File: config.mk
export PLATFORM = sky130hd
export DESIGN_NAME = pe_busy_status
export DESIGN_NICKNAME = d
export VERILOG_FILES = /design/src/rtl/pe_stat_pkg.sv /design/src/rtl/pe_pin_filter.sv /design/src/rtl/pe_dur_sel.sv /design/src/rtl/pe_toggle_gen.sv /design/src/rtl/pe_busy_status.sv
export SDC_FILE = /design/constraint.sdc
export NUM_CORES = 1
export LEC_CHECK = 0
export CAP_MARGIN = 10
export CELL_PAD_IN_SITES_DETAIL_PLACEMENT = 1
export CELL_PAD_IN_SITES_GLOBAL_PLACEMENT = 1
export CORE_AREA = 2 2 52 102
export CTS_BUF_LIST = sky130_fd_sc_hd__clkbuf_2 sky130_fd_sc_hd__clkbuf_4 sky130_fd_sc_hd__clkbuf_8
export DETAILED_ROUTE_END_ITERATION = 6
export DIE_AREA = 0 0 54 104
export PLACE_DENSITY = 0.72
export SYNTH_ARGS = -nofsm -noshare
export SYNTH_HDL_FRONTEND = slang
export SYNTH_SLANG_ARGS = --single-unit
File: constraint.sdc
create_clock -name clk -period 2.19 [get_ports clk]
set_clock_uncertainty 0.1 [all_clocks]
set_input_delay 0.5475 -clock clk [delete_from_list [all_inputs] [get_ports clk]]
set_output_delay 0.5475 -clock clk [all_outputs]
set_load 0.01 [all_outputs]
File: src/rtl/pe_stat_pkg.sv
package pe_stat_pkg;

    typedef enum logic [1:0] {
        OP_PROG = 2'd0,
        OP_SECT = 2'd1,
        OP_BLK  = 2'd2,
        OP_CHIP = 2'd3
    } pe_op_e;

    typedef enum logic [2:0] {
        S_READY    = 3'd0,
        S_BUSY     = 3'd1,
        S_RECOVER  = 3'd2,
        S_PIN_HOLD = 3'd3,
        S_PIN_REC  = 3'd4
    } pe_state_e;

    localparam int TOG_BIT = 6;
    localparam int NUM_OPS = 4;

    function automatic int imax(input int a, input int b);
        return (a > b) ? a : b;
    endfunction

endpackage

File: src/rtl/pe_pin_filter.sv
module pe_pin_filter #(
    parameter int PULSE_MIN = 4
) (
    input  logic clk,
    input  logic rst_n,
    input  logic pin_n_i,
    output logic abort_o
);
    localparam int LW = $clog2(PULSE_MIN + 1);
    localparam logic [LW-1:0] LIM    = LW'(PULSE_MIN);
    localparam logic [LW-1:0] LIM_M1 = LW'(PULSE_MIN - 1);

    logic [LW-1:0] low_q;

    // counts consecutive low samples, saturating so a long hold aborts once
    always_ff @(posedge clk or negedge rst_n) begin
        if (!rst_n) begin
            low_q <= '0;
        end else if (pin_n_i) begin
            low_q <= '0;
        end else if (low_q != LIM) begin
            low_q <= low_q + 1'b1;
        end
    end

    always_comb begin
        abort_o = !pin_n_i && (low_q == LIM_M1);
    end

    // an abort needs the pin already low in the previous cycle
    p_min_width_r7: assert property (@(posedge clk) disable iff (!rst_n)
        abort_o |-> $past(!pin_n_i));

    // one abort per low period
    p_single_abort_r7: assert property (@(posedge clk) disable iff (!rst_n)
        abort_o |=> !abort_o);

endmodule

File: src/rtl/pe_dur_sel.sv
module pe_dur_sel
    import pe_stat_pkg::*;
#(
    parameter int CW       = 10,
    parameter int PROG_CYC = 40,
    parameter int SECT_CYC = 200,
    parameter int BLK_CYC  = 400,
    parameter int CHIP_CYC = 800
) (
    input  logic [1:0]    op_i,
    output logic [CW-1:0] dur_m1_o
);
    localparam int DUR [NUM_OPS] = '{PROG_CYC, SECT_CYC, BLK_CYC, CHIP_CYC};

    logic [CW-1:0] tab [NUM_OPS];

    for (genvar g = 0; g < NUM_OPS; g++) begin : g_tab
        assign tab[g] = CW'(DUR[g] - 1);
    end

    always_comb begin
        dur_m1_o = tab[op_i];
    end

endmodule

File: src/rtl/pe_toggle_gen.sv
module pe_toggle_gen
    import pe_stat_pkg::*;
#(
    parameter int DW = 16
) (
    input  logic          clk,
    input  logic          rst_n,
    input  logic          clr_i,
    input  logic          adv_i,
    output logic [DW-1:0] status_o
);
    logic tog_q;

    always_ff @(posedge clk or negedge rst_n) begin
        if (!rst_n) begin
            tog_q <= 1'b0;
        end else if (clr_i) begin
            tog_q <= 1'b0;
        end else if (adv_i) begin
            tog_q <= ~tog_q;
        end
    end

    always_comb begin
        status_o          = '0;
        status_o[TOG_BIT] = tog_q;
    end

    // every start leaves the toggle bit at zero
    p_clear_zero_r3: assert property (@(posedge clk) disable iff (!rst_n)
        clr_i |=> (status_o[TOG_BIT] == 1'b0));

    // no read, no change
    p_hold_idle_r3: assert property (@(posedge clk) disable iff (!rst_n)
        (!clr_i && !adv_i) |=> $stable(status_o));

endmodule

File: src/rtl/pe_busy_status.sv
module pe_busy_status
    import pe_stat_pkg::*;
#(
    parameter int DW          = 16,
    parameter int PROG_CYC    = 40,
    parameter int SECT_CYC    = 200,
    parameter int BLK_CYC     = 400,
    parameter int CHIP_CYC    = 800,
    parameter int RECOV_CYC   = 10,
    parameter int PULSE_MIN   = 4,
    parameter int RELEASE_CYC = 8
) (
    input  logic          clk,
    input  logic          rst_n,
    input  logic          start_i,
    input  logic [1:0]    op_i,
    input  logic          rd_i,
    input  logic          reset_pin_n_i,
    input  logic [DW-1:0] array_data_i,
    output logic [DW-1:0] rd_data_o,
    output logic          rd_valid_o,
    output logic          ready_o,
    output logic          erase_redo_o
);
    localparam int MAXC = imax(imax(imax(PROG_CYC, SECT_CYC), imax(BLK_CYC, CHIP_CYC)),
                               imax(RECOV_CYC, RELEASE_CYC));
    localparam int CW = $clog2(MAXC + 1);
    localparam logic [CW-1:0] RECOV_M1 = CW'(RECOV_CYC - 1);
    localparam logic [CW-1:0] REL_M1   = CW'(RELEASE_CYC - 1);

    pe_state_e     state_q, state_d;
    logic [CW-1:0] cnt_q, cnt_d;
    pe_op_e        op_q, op_d;
    logic          redo_q, redo_d;
    logic          accept;
    logic          abort;
    logic [CW-1:0] dur_m1;
    logic [DW-1:0] status_word;

    pe_pin_filter #(.PULSE_MIN(PULSE_MIN)) u_filt (
        .clk     (clk),
        .rst_n   (rst_n),
        .pin_n_i (reset_pin_n_i),
        .abort_o (abort)
    );

    pe_dur_sel #(
        .CW(CW), .PROG_CYC(PROG_CYC), .SECT_CYC(SECT_CYC),
        .BLK_CYC(BLK_CYC), .CHIP_CYC(CHIP_CYC)
    ) u_dur (
        .op_i     (op_i),
        .dur_m1_o (dur_m1)
    );

    pe_toggle_gen #(.DW(DW)) u_tog (
        .clk      (clk),
        .rst_n    (rst_n),
        .clr_i    (accept),
        .adv_i    (rd_i && (state_q == S_BUSY)),
        .status_o (status_word)
    );

    // next state: abort first, then per-state transitions
    always_comb begin
        state_d = state_q;
        cnt_d   = cnt_q;
        op_d    = op_q;
        redo_d  = redo_q;
        accept  = 1'b0;
        if (abort) begin
            state_d = S_PIN_HOLD;
            if ((state_q == S_BUSY) && (op_q != OP_PROG)) begin
                redo_d = 1'b1;
            end
        end else begin
            unique case (state_q)
                S_READY, S_RECOVER: begin
                    if (start_i) begin
                        accept  = 1'b1;
                        state_d = S_BUSY;
                        cnt_d   = dur_m1;
                        op_d    = pe_op_e'(op_i);
                        if (pe_op_e'(op_i) != OP_PROG) begin
                            redo_d = 1'b0;
                        end
                    end else if (state_q == S_RECOVER) begin
                        if (cnt_q == '0) begin
                            state_d = S_READY;
                        end else begin
                            cnt_d = cnt_q - 1'b1;
                        end
                    end
                end
                S_BUSY: begin
                    if (cnt_q == '0) begin
                        state_d = S_RECOVER;
                        cnt_d   = RECOV_M1;
                    end else begin
                        cnt_d = cnt_q - 1'b1;
                    end
                end
                S_PIN_HOLD: begin
                    if (reset_pin_n_i) begin
                        state_d = S_PIN_REC;
                        cnt_d   = REL_M1;
                    end
                end
                S_PIN_REC: begin
                    if (cnt_q == '0) begin
                        state_d = S_READY;
                    end else begin
                        cnt_d = cnt_q - 1'b1;
                    end
                end
                default: state_d = S_READY;
            endcase
        end
    end

    // state register
    always_ff @(posedge clk or negedge rst_n) begin
        if (!rst_n) begin
            state_q <= S_READY;
            cnt_q   <= '0;
            op_q    <= OP_PROG;
            redo_q  <= 1'b0;
        end else begin
            state_q <= state_d;
            cnt_q   <= cnt_d;
            op_q    <= op_d;
            redo_q  <= redo_d;
        end
    end

    // outputs
    always_comb begin
        ready_o      = (state_q == S_READY) || (state_q == S_RECOVER);
        rd_valid_o   = rd_i && ((state_q == S_READY) || (state_q == S_BUSY));
        rd_data_o    = (state_q == S_BUSY) ? status_word : array_data_i;
        erase_redo_o = redo_q;
    end

    // an accepted start drops ready in the next cycle
    p_start_busy_r2: assert property (@(posedge clk) disable iff (!rst_n)
        (start_i && ready_o && !abort) |=> !ready_o);

    // back-to-back reads while busy return opposite bit 6
    p_toggle_r3: assert property (@(posedge clk) disable iff (!rst_n)
        ((state_q == S_BUSY) && rd_i && !abort) ##1 ((state_q == S_BUSY) && rd_i)
        |-> (rd_data_o[TOG_BIT] != $past(rd_data_o[TOG_BIT])));

    // finishing raises ready without valid data
    p_done_ready_r5: assert property (@(posedge clk) disable iff (!rst_n)
        ((state_q == S_BUSY) && (cnt_q == '0) && !abort) |=> (ready_o && !rd_valid_o));

    // an abort blocks commands and reads in the next cycle
    p_abort_block_r8: assert property (@(posedge clk) disable iff (!rst_n)
        abort |=> (!ready_o && !rd_valid_o));

    // aborting a busy erase raises the reissue flag
    p_redo_set_r9: assert property (@(posedge clk) disable iff (!rst_n)
        (abort && (state_q == S_BUSY) && (op_q != OP_PROG)) |=> erase_redo_o);

endmodule

# Word-level counts from Yosys, hierarchy flattened
# Index checks and enable logic that the tools add are counted.
classes:
  add_sub_neg: 2
  multipliers: 0
  n_div: 0
  n_lt_le_gt_ge: 1
  n_eq_ne: 12
  n_shift: 0
  mux: 29
  bitwise_logic: 3
  n_reduce_logical: 22
ops:
  columns: ["operator", "count"]
  rows:
  - ["10-bit two-way mux", 7]
  - ["10-bit case mux with 4 select lines", 1]
  - ["3-bit two-way mux", 8]
  - ["10-bit binary-select mux with 2-bit select", 1]
  - ["16-bit two-way mux", 1]
  - ["2-bit nonzero test", 7]
  - ["3-bit case mux with 4 select lines", 1]
  - ["10-bit logical NOT", 1]
  - ["1-bit two-way mux", 10]
  - ["10-bit by 1-bit subtractor with 10-bit output, second input constant", 1]
  - ["3-bit by 2-bit equality test with 1-bit output, second input constant", 3]
  - ["3-bit inequality test, second input constant", 3]
  - ["4-bit AND reduction", 2]
  - ["3-bit AND reduction", 2]
  - ["1-bit logical AND", 4]
  - ["4-bit inequality test, second input constant", 1]
  - ["4-bit nonzero test", 1]
  - ["3-bit by 1-bit adder with 3-bit output, second input constant", 1]
  - ["3-bit by 1-bit equality test with 1-bit output, second input constant", 1]
  - ["3-bit equality test, second input constant", 1]
  - ["3-bit >= comparator, second input constant", 1]
  - ["3-bit logical NOT", 1]
  - ["3-bit by 2-bit inequality test with 1-bit output, second input constant", 1]
  - ["2-bit inverter with 3-bit output", 1]
  - ["other kinds (6)", 8]
totals:
  register_bits: 20
  latchBits: 0
  mem_bits_rw: 0
  mem_bits_ro: 0
  input_bits: 23
  output_inout_bits: 19
  elab_cells: 75
  mem_count: 0

# Depth between registers and ports, before layout
# Gate-level depths: netlist of the first run.
depth:
  word_depth: 6
  ltp_mapped: 9
  mapped_depth_nobuf: 9

# By module
# A second synthesis of the first run with hierarchy kept.
unflattened:
  hier_cells: 206
  area_unflattened_um2: 1789.2
modules_own_cells:
  columns: ["module", "instances", "cells_each", "area_each_um2", "seq_area_each_um2"]
  rows:
  - ["pe_busy_status", 1, 156, 1353.8, 400.4]
  - ["pe_pin_filter", 1, 18, 180.2, 75.1]
  - ["pe_toggle_gen", 1, 20, 161.4, 25.0]
  - ["pe_dur_sel", 1, 12, 93.8, 0.0]

# Least setup slack after synthesis of the first run
# No wires, ideal clock.
synth_timing:
  path_type: "register to register"
  start: "reg cnt_q[3]"
  end: "reg cnt_q[0]"
  setup_time_ns: 0.083
  t_arrival_ns: 1.896
  setup_slack_ns: 0.112
  stages_incl_launch_ff: 9
  n_path_buf: 1
  cell_sequence: "dfrtp_1 -> or3_1 -> buf_6 -> nor3_4 -> inv_2 -> ha_1 -> inv_1 -> a221o_1 -> o21ai_0"
synth_between:
  elab_chain_len: 5
  word_cells_on_any_way: 6
  classes_between: "mux (5); reduce/logical (1)"
synth_lines:
  columns: ["item", "line", "text"]
  rows:
  - ["start, declared", "pe_busy_status.sv:32", "logic [CW-1:0] cnt_q, cnt_d;"]
  - ["start signal, assigned", "pe_busy_status.sv:129", "cnt_q <= cnt_d;"]
  - ["10-bit logical NOT (*)", "pe_busy_status.sv:87, pe_busy_status.sv:95, pe_busy_status.sv:109", null]
  - ["10-bit two-way mux (3 in a row)", null, null]
  - ["10-bit case mux with 4 select lines (*)", "pe_busy_status.sv:76", "unique case (state_q)"]
# Every way passes the cells marked *; elsewhere a longest branch is shown, timed or not. The select of a mux whose other input is x is not followed.
# A chain may end at the register's enable or synchronous reset.

# Worst setup path in the final report of the first run
layout_timing:
  start: "reg state_q[1]"
  end: "out rd_data_o[6]"
layout_between:
  elab_chain_len: 2
layout_lines:
  columns: ["item", "line", "text"]
  rows:
  - ["start, declared", "pe_busy_status.sv:31", "pe_state_e state_q, state_d;"]
  - ["start signal, assigned", "pe_busy_status.sv:128", "state_q <= state_d;"]
  - ["3-bit by 1-bit equality test with 1-bit output", "pe_busy_status.sv:139", "rd_data_o = (state_q == S_BUSY) ? status_word : array_data_i;"]
  - ["16-bit two-way mux", "pe_busy_status.sv:139", null]
  - ["end, declared", "pe_busy_status.sv:20", "output logic [DW-1:0] rd_data_o,"]
# No other way between the ends.

==> flow_metrics.tcl, run 1 <==
set metrics [dict create \
    io_buffers 41 \
    dr.pass1.iters 4 \
    worst_pin_slew_ns 0.520 \
    layoutNonFillerInstCount 296 \
    die_x_um 54 \
    dieArea_mm2 0.00562 \
    n_fill_cell 584 \
    power_leakage_nw 0.972 \
    fmax_mhz 464 \
    period_share_pct 98.4 \
    routabilityCongestion 0.888 \
    hold_viol_final 0 \
    hpwl_um 3880 \
    clock-root-buffer "clkbuf_8" \
    synthArstFlopShare_pct 100 \
    grt_first_pass_wirelength_um 7700 \
    cts-htree-levels 1 \
    start_util_pct 31.9 \
    synth_top_cell_area_share_pct 32.3 \
    fin_tns_setup_ns 0 \
    min_path_type "reg -> reg" \
    ir_worst_vdd_mv 0.777 \
    grt_use_met1_pct 18.0 \
    drv_slew 0 \
    relSlewSlack_pct 65.1 \
    grt_pass1_vias 1650 \
    hold_ws_ns 0.401 \
    grt_busiest_layer "met2" \
    grt_use_total_pct 18.4 \
    dp_cells 290 \
    rsz0062_at_grt "true" \
    clock_latency_ns 0.26 \
    path_class "reg -> out" \
    hold_start "op_q[1]" \
    regArea_um2 500 \
    syn_area_per_cell_um2 8.29 \
    power.total_mw 2.85 \
    core_area_mm2 0.00486 \
    worstPathCellList "nor3b_4 -> buf_4 -> mux2_4 -> buf_6" \
    endpoint_kind "output port" \
    grt_max_degree 21 \
    drc 0 \
    insertedDiodeCount 0 \
    synth_top_area_cell "dfrtp_1" \
    post_drt_wl_per_cell_um 16.5 \
    drive_gt1_share_pct 13.0 \
    crit_fanout 3 \
    area_delta_synth_final_pct 40.8 \
    io_pins 42 \
    synth_area_leaders "dfrtp_1, nor2b_1, ha_1, o21ai_0, a21oi_1" \
    multi_input_area_um2 950 \
    start_kind "register" \
    vias_per_cell 5.46 \
    placementRows 36 \
    clk_pin_slew_worst_paths_ns 0.07 \
    ys_types 49 \
    overflow 0 \
    synth-edff-count 0 \
    syn-num-nets 218 \
    status "finished, final reports clean" \
    vias 1615 \
    drt-initial-drc-count 28 \
    yosysWarnings 0 \
    synth-main-ff-cell "dfrtp_1" \
    r2r-start "state_q[1]" \
    cts_tree "yes" \
    cts_sinks 20 \
    gr-usage-met2_pct 35.4 \
    use_met3_pct 1.29 \
    min_period_ns 2.16 \
    cp.required_ns 1.54 \
    synthTopCellsByCount "dfrtp_1, nor2b_1, inv_1, nand2_1, o21ai_0" \
    antenna_found_initial 0 \
    cap_violations 0 \
    setup_slack_ns 0.0347 \
    holdPathStages 2 \
    nets 272 \
    cts_made_buffers 3 \
    power_density_mw_per_mm2 1310 \
    cp_num_buf_inv 2 \
    antenna_left 0 \
    min_to "op_q[1]" \
    r2r_end "cnt_q[9]" \
    post-place-ws_ns -0.223 \
    slowest_delay_ns 0.41 \
    ys_seq_elements 20 \
    slowest_stage "dfrtp_1" \
    path_delay_family "flip-flops" \
    routed_wl_um 4900 \
    setup_viol 0 \
    worstPathArrival_ns 1.51 \
    synth_most_common_cell "dfrtp_1" \
    fp.dieH_um 104 \
    rr_worst_depth 7 \
    synth.cell_area_mm2 0.00155 \
    clk_path_buf_depth 2 \
    syn_inst 187 \
    synth.yosys.seq_area_share_pct 32.3 \
    rrSetupSlack_ns 0.10 \
]
-- timing repair --
item                       4_1_cts  5_1_grt
resized for setup               22        8
buffers inserted                 1        1
pin swaps                        0        1
hold buffers                     0        0
cloned                           0        1
setup endpoints to repair       18       17
-- layout make-up --
cell class | instances | share of cell area (%)
inverter | 14 | 2.41
timing repair buffer | 62 | 26.0
sequential | 20 | 22.9
tap | 57 | 3.27
multi-input combinational | 140 | 43.5
clock buffer | 3 | 1.89
-- layout by cell type (no fill, tap or decap), types with 2 or more instances in the layout --
| master | n |
|---|---|
| buf_4 | 18 |
| clkbuf_8 | 3 |
| dfrtp_1 | 20 |
| buf_6 | 3 |
| dlygate4sd2_1 | 16 |
| nor2_1 | 8 |
| a32oi_1 | 4 |
| nand3_1 | 5 |
| inv_1 | 13 |
| o22ai_1 | 5 |
| a22o_1 | 2 |
| xnor2_1 | 4 |
| o21bai_1 | 2 |
| nand4_1 | 3 |
| a21oi_1 | 10 |
| nor4_1 | 2 |
| nor2b_1 | 18 |
| a211oi_1 | 2 |
| ha_1 | 8 |
| nand2b_1 | 4 |
| or3_1 | 3 |
| o211ai_1 | 6 |
| nand2_1 | 13 |
| nor3_1 | 4 |
| o21ai_0 | 11 |
| clkdlybuf4s50_1 | 23 |
| a31oi_1 | 2 |
-- where the power goes --
group | internal [mW] | switching, mW
registers | 0.524 | 0.117
logic | 0.916 | 1.05
clock network | 0.122 | 0.119
-- tightest hold or removal path, delay by kind of cell (launching register included) --
kind               cells  cell delay [ns]
AOI/OAI and AO/OA      1             0.06
DFF                    1             0.35
and+or+nand+nor        1             0.05
-- logic make-up after synthesis --
logic type / Yosys count / synth area share, %
AND/OR/NAND/NOR: 70 / 25.7
AO/OA/AOI/OAI: 56 / 24.5
buffers and inverters: 27 / 7.43
flip-flops: 20 / 32.3
adder cells (fa/ha/maj): 8 / 6.46
XOR/XNOR: 4 / 2.26
multiplexers: 2 / 1.37
-- per-layer routing --
metal	part of all wire, %	wire length (um)
met3	3.4	168
met1	35	1700
met4	3.5	172
met2	58	2860
met5	0	0
-- state kept, by name (all words and copies together), names as in the netlist --
signal / flops
cnt_q: 10
state_q: 3
u_filt.low_q: 3
op_q: 2
erase_redo_o: 1
u_tog.tog_q: 1
-- through the flow --
stage	utilization (%)	cell area, um^2
global placement	43.6	2120
floorplan	-	1550
detailed placement	43.6	2120
CTS	44.2	2150
finish	44.9	2180
global route	44.9	2180
-- how the worst max path moves through the flow --
| stage | startpoint | end | depth (start not counted) |
|---|---|---|---|
| 3_3_place_gp | rd_i | rd_valid_o | 3 |
| 3_5_place_dp | rd_i | rd_valid_o | 3 |
| 4_1_cts | rd_i | rd_valid_o | 3 |
| 5_1_grt | rd_i | rd_valid_o | 3 |
| 6_report | state_q[1] | rd_data_o[6] | 4 |
| 2_1_floorplan | cnt_q[3] | cnt_q[0] | 8 |
(Power assumes the default switching activity.)
==> run 2, diff against run 1 <==
--- a/config.mk
+++ b/config.mk
@@ -5,7 +5,7 @@
 export SDC_FILE = /design/constraint.sdc
 export NUM_CORES = 1
 export LEC_CHECK = 0
-export CAP_MARGIN = 10
+export CAP_MARGIN = 20
 export CELL_PAD_IN_SITES_DETAIL_PLACEMENT = 1
 export CELL_PAD_IN_SITES_GLOBAL_PLACEMENT = 1
 export CORE_AREA = 2 2 52 102
==> results of run 2 <==
The final DEF is identical to that of run 1; final timing and power are the same.
==> run 3, diff against run 2 <==
--- a/config.mk
+++ b/config.mk
@@ -12,6 +12,7 @@
 export CTS_BUF_LIST = sky130_fd_sc_hd__clkbuf_2 sky130_fd_sc_hd__clkbuf_4 sky130_fd_sc_hd__clkbuf_8
 export DETAILED_ROUTE_END_ITERATION = 6
 export DIE_AREA = 0 0 54 104
+export HOLD_SLACK_MARGIN = 0.05
 export PLACE_DENSITY = 0.72
 export SYNTH_ARGS = -nofsm -noshare
 export SYNTH_HDL_FRONTEND = slang
==> results of run 3 <==
The final DEF is identical to that of run 1; final timing and power are the same.
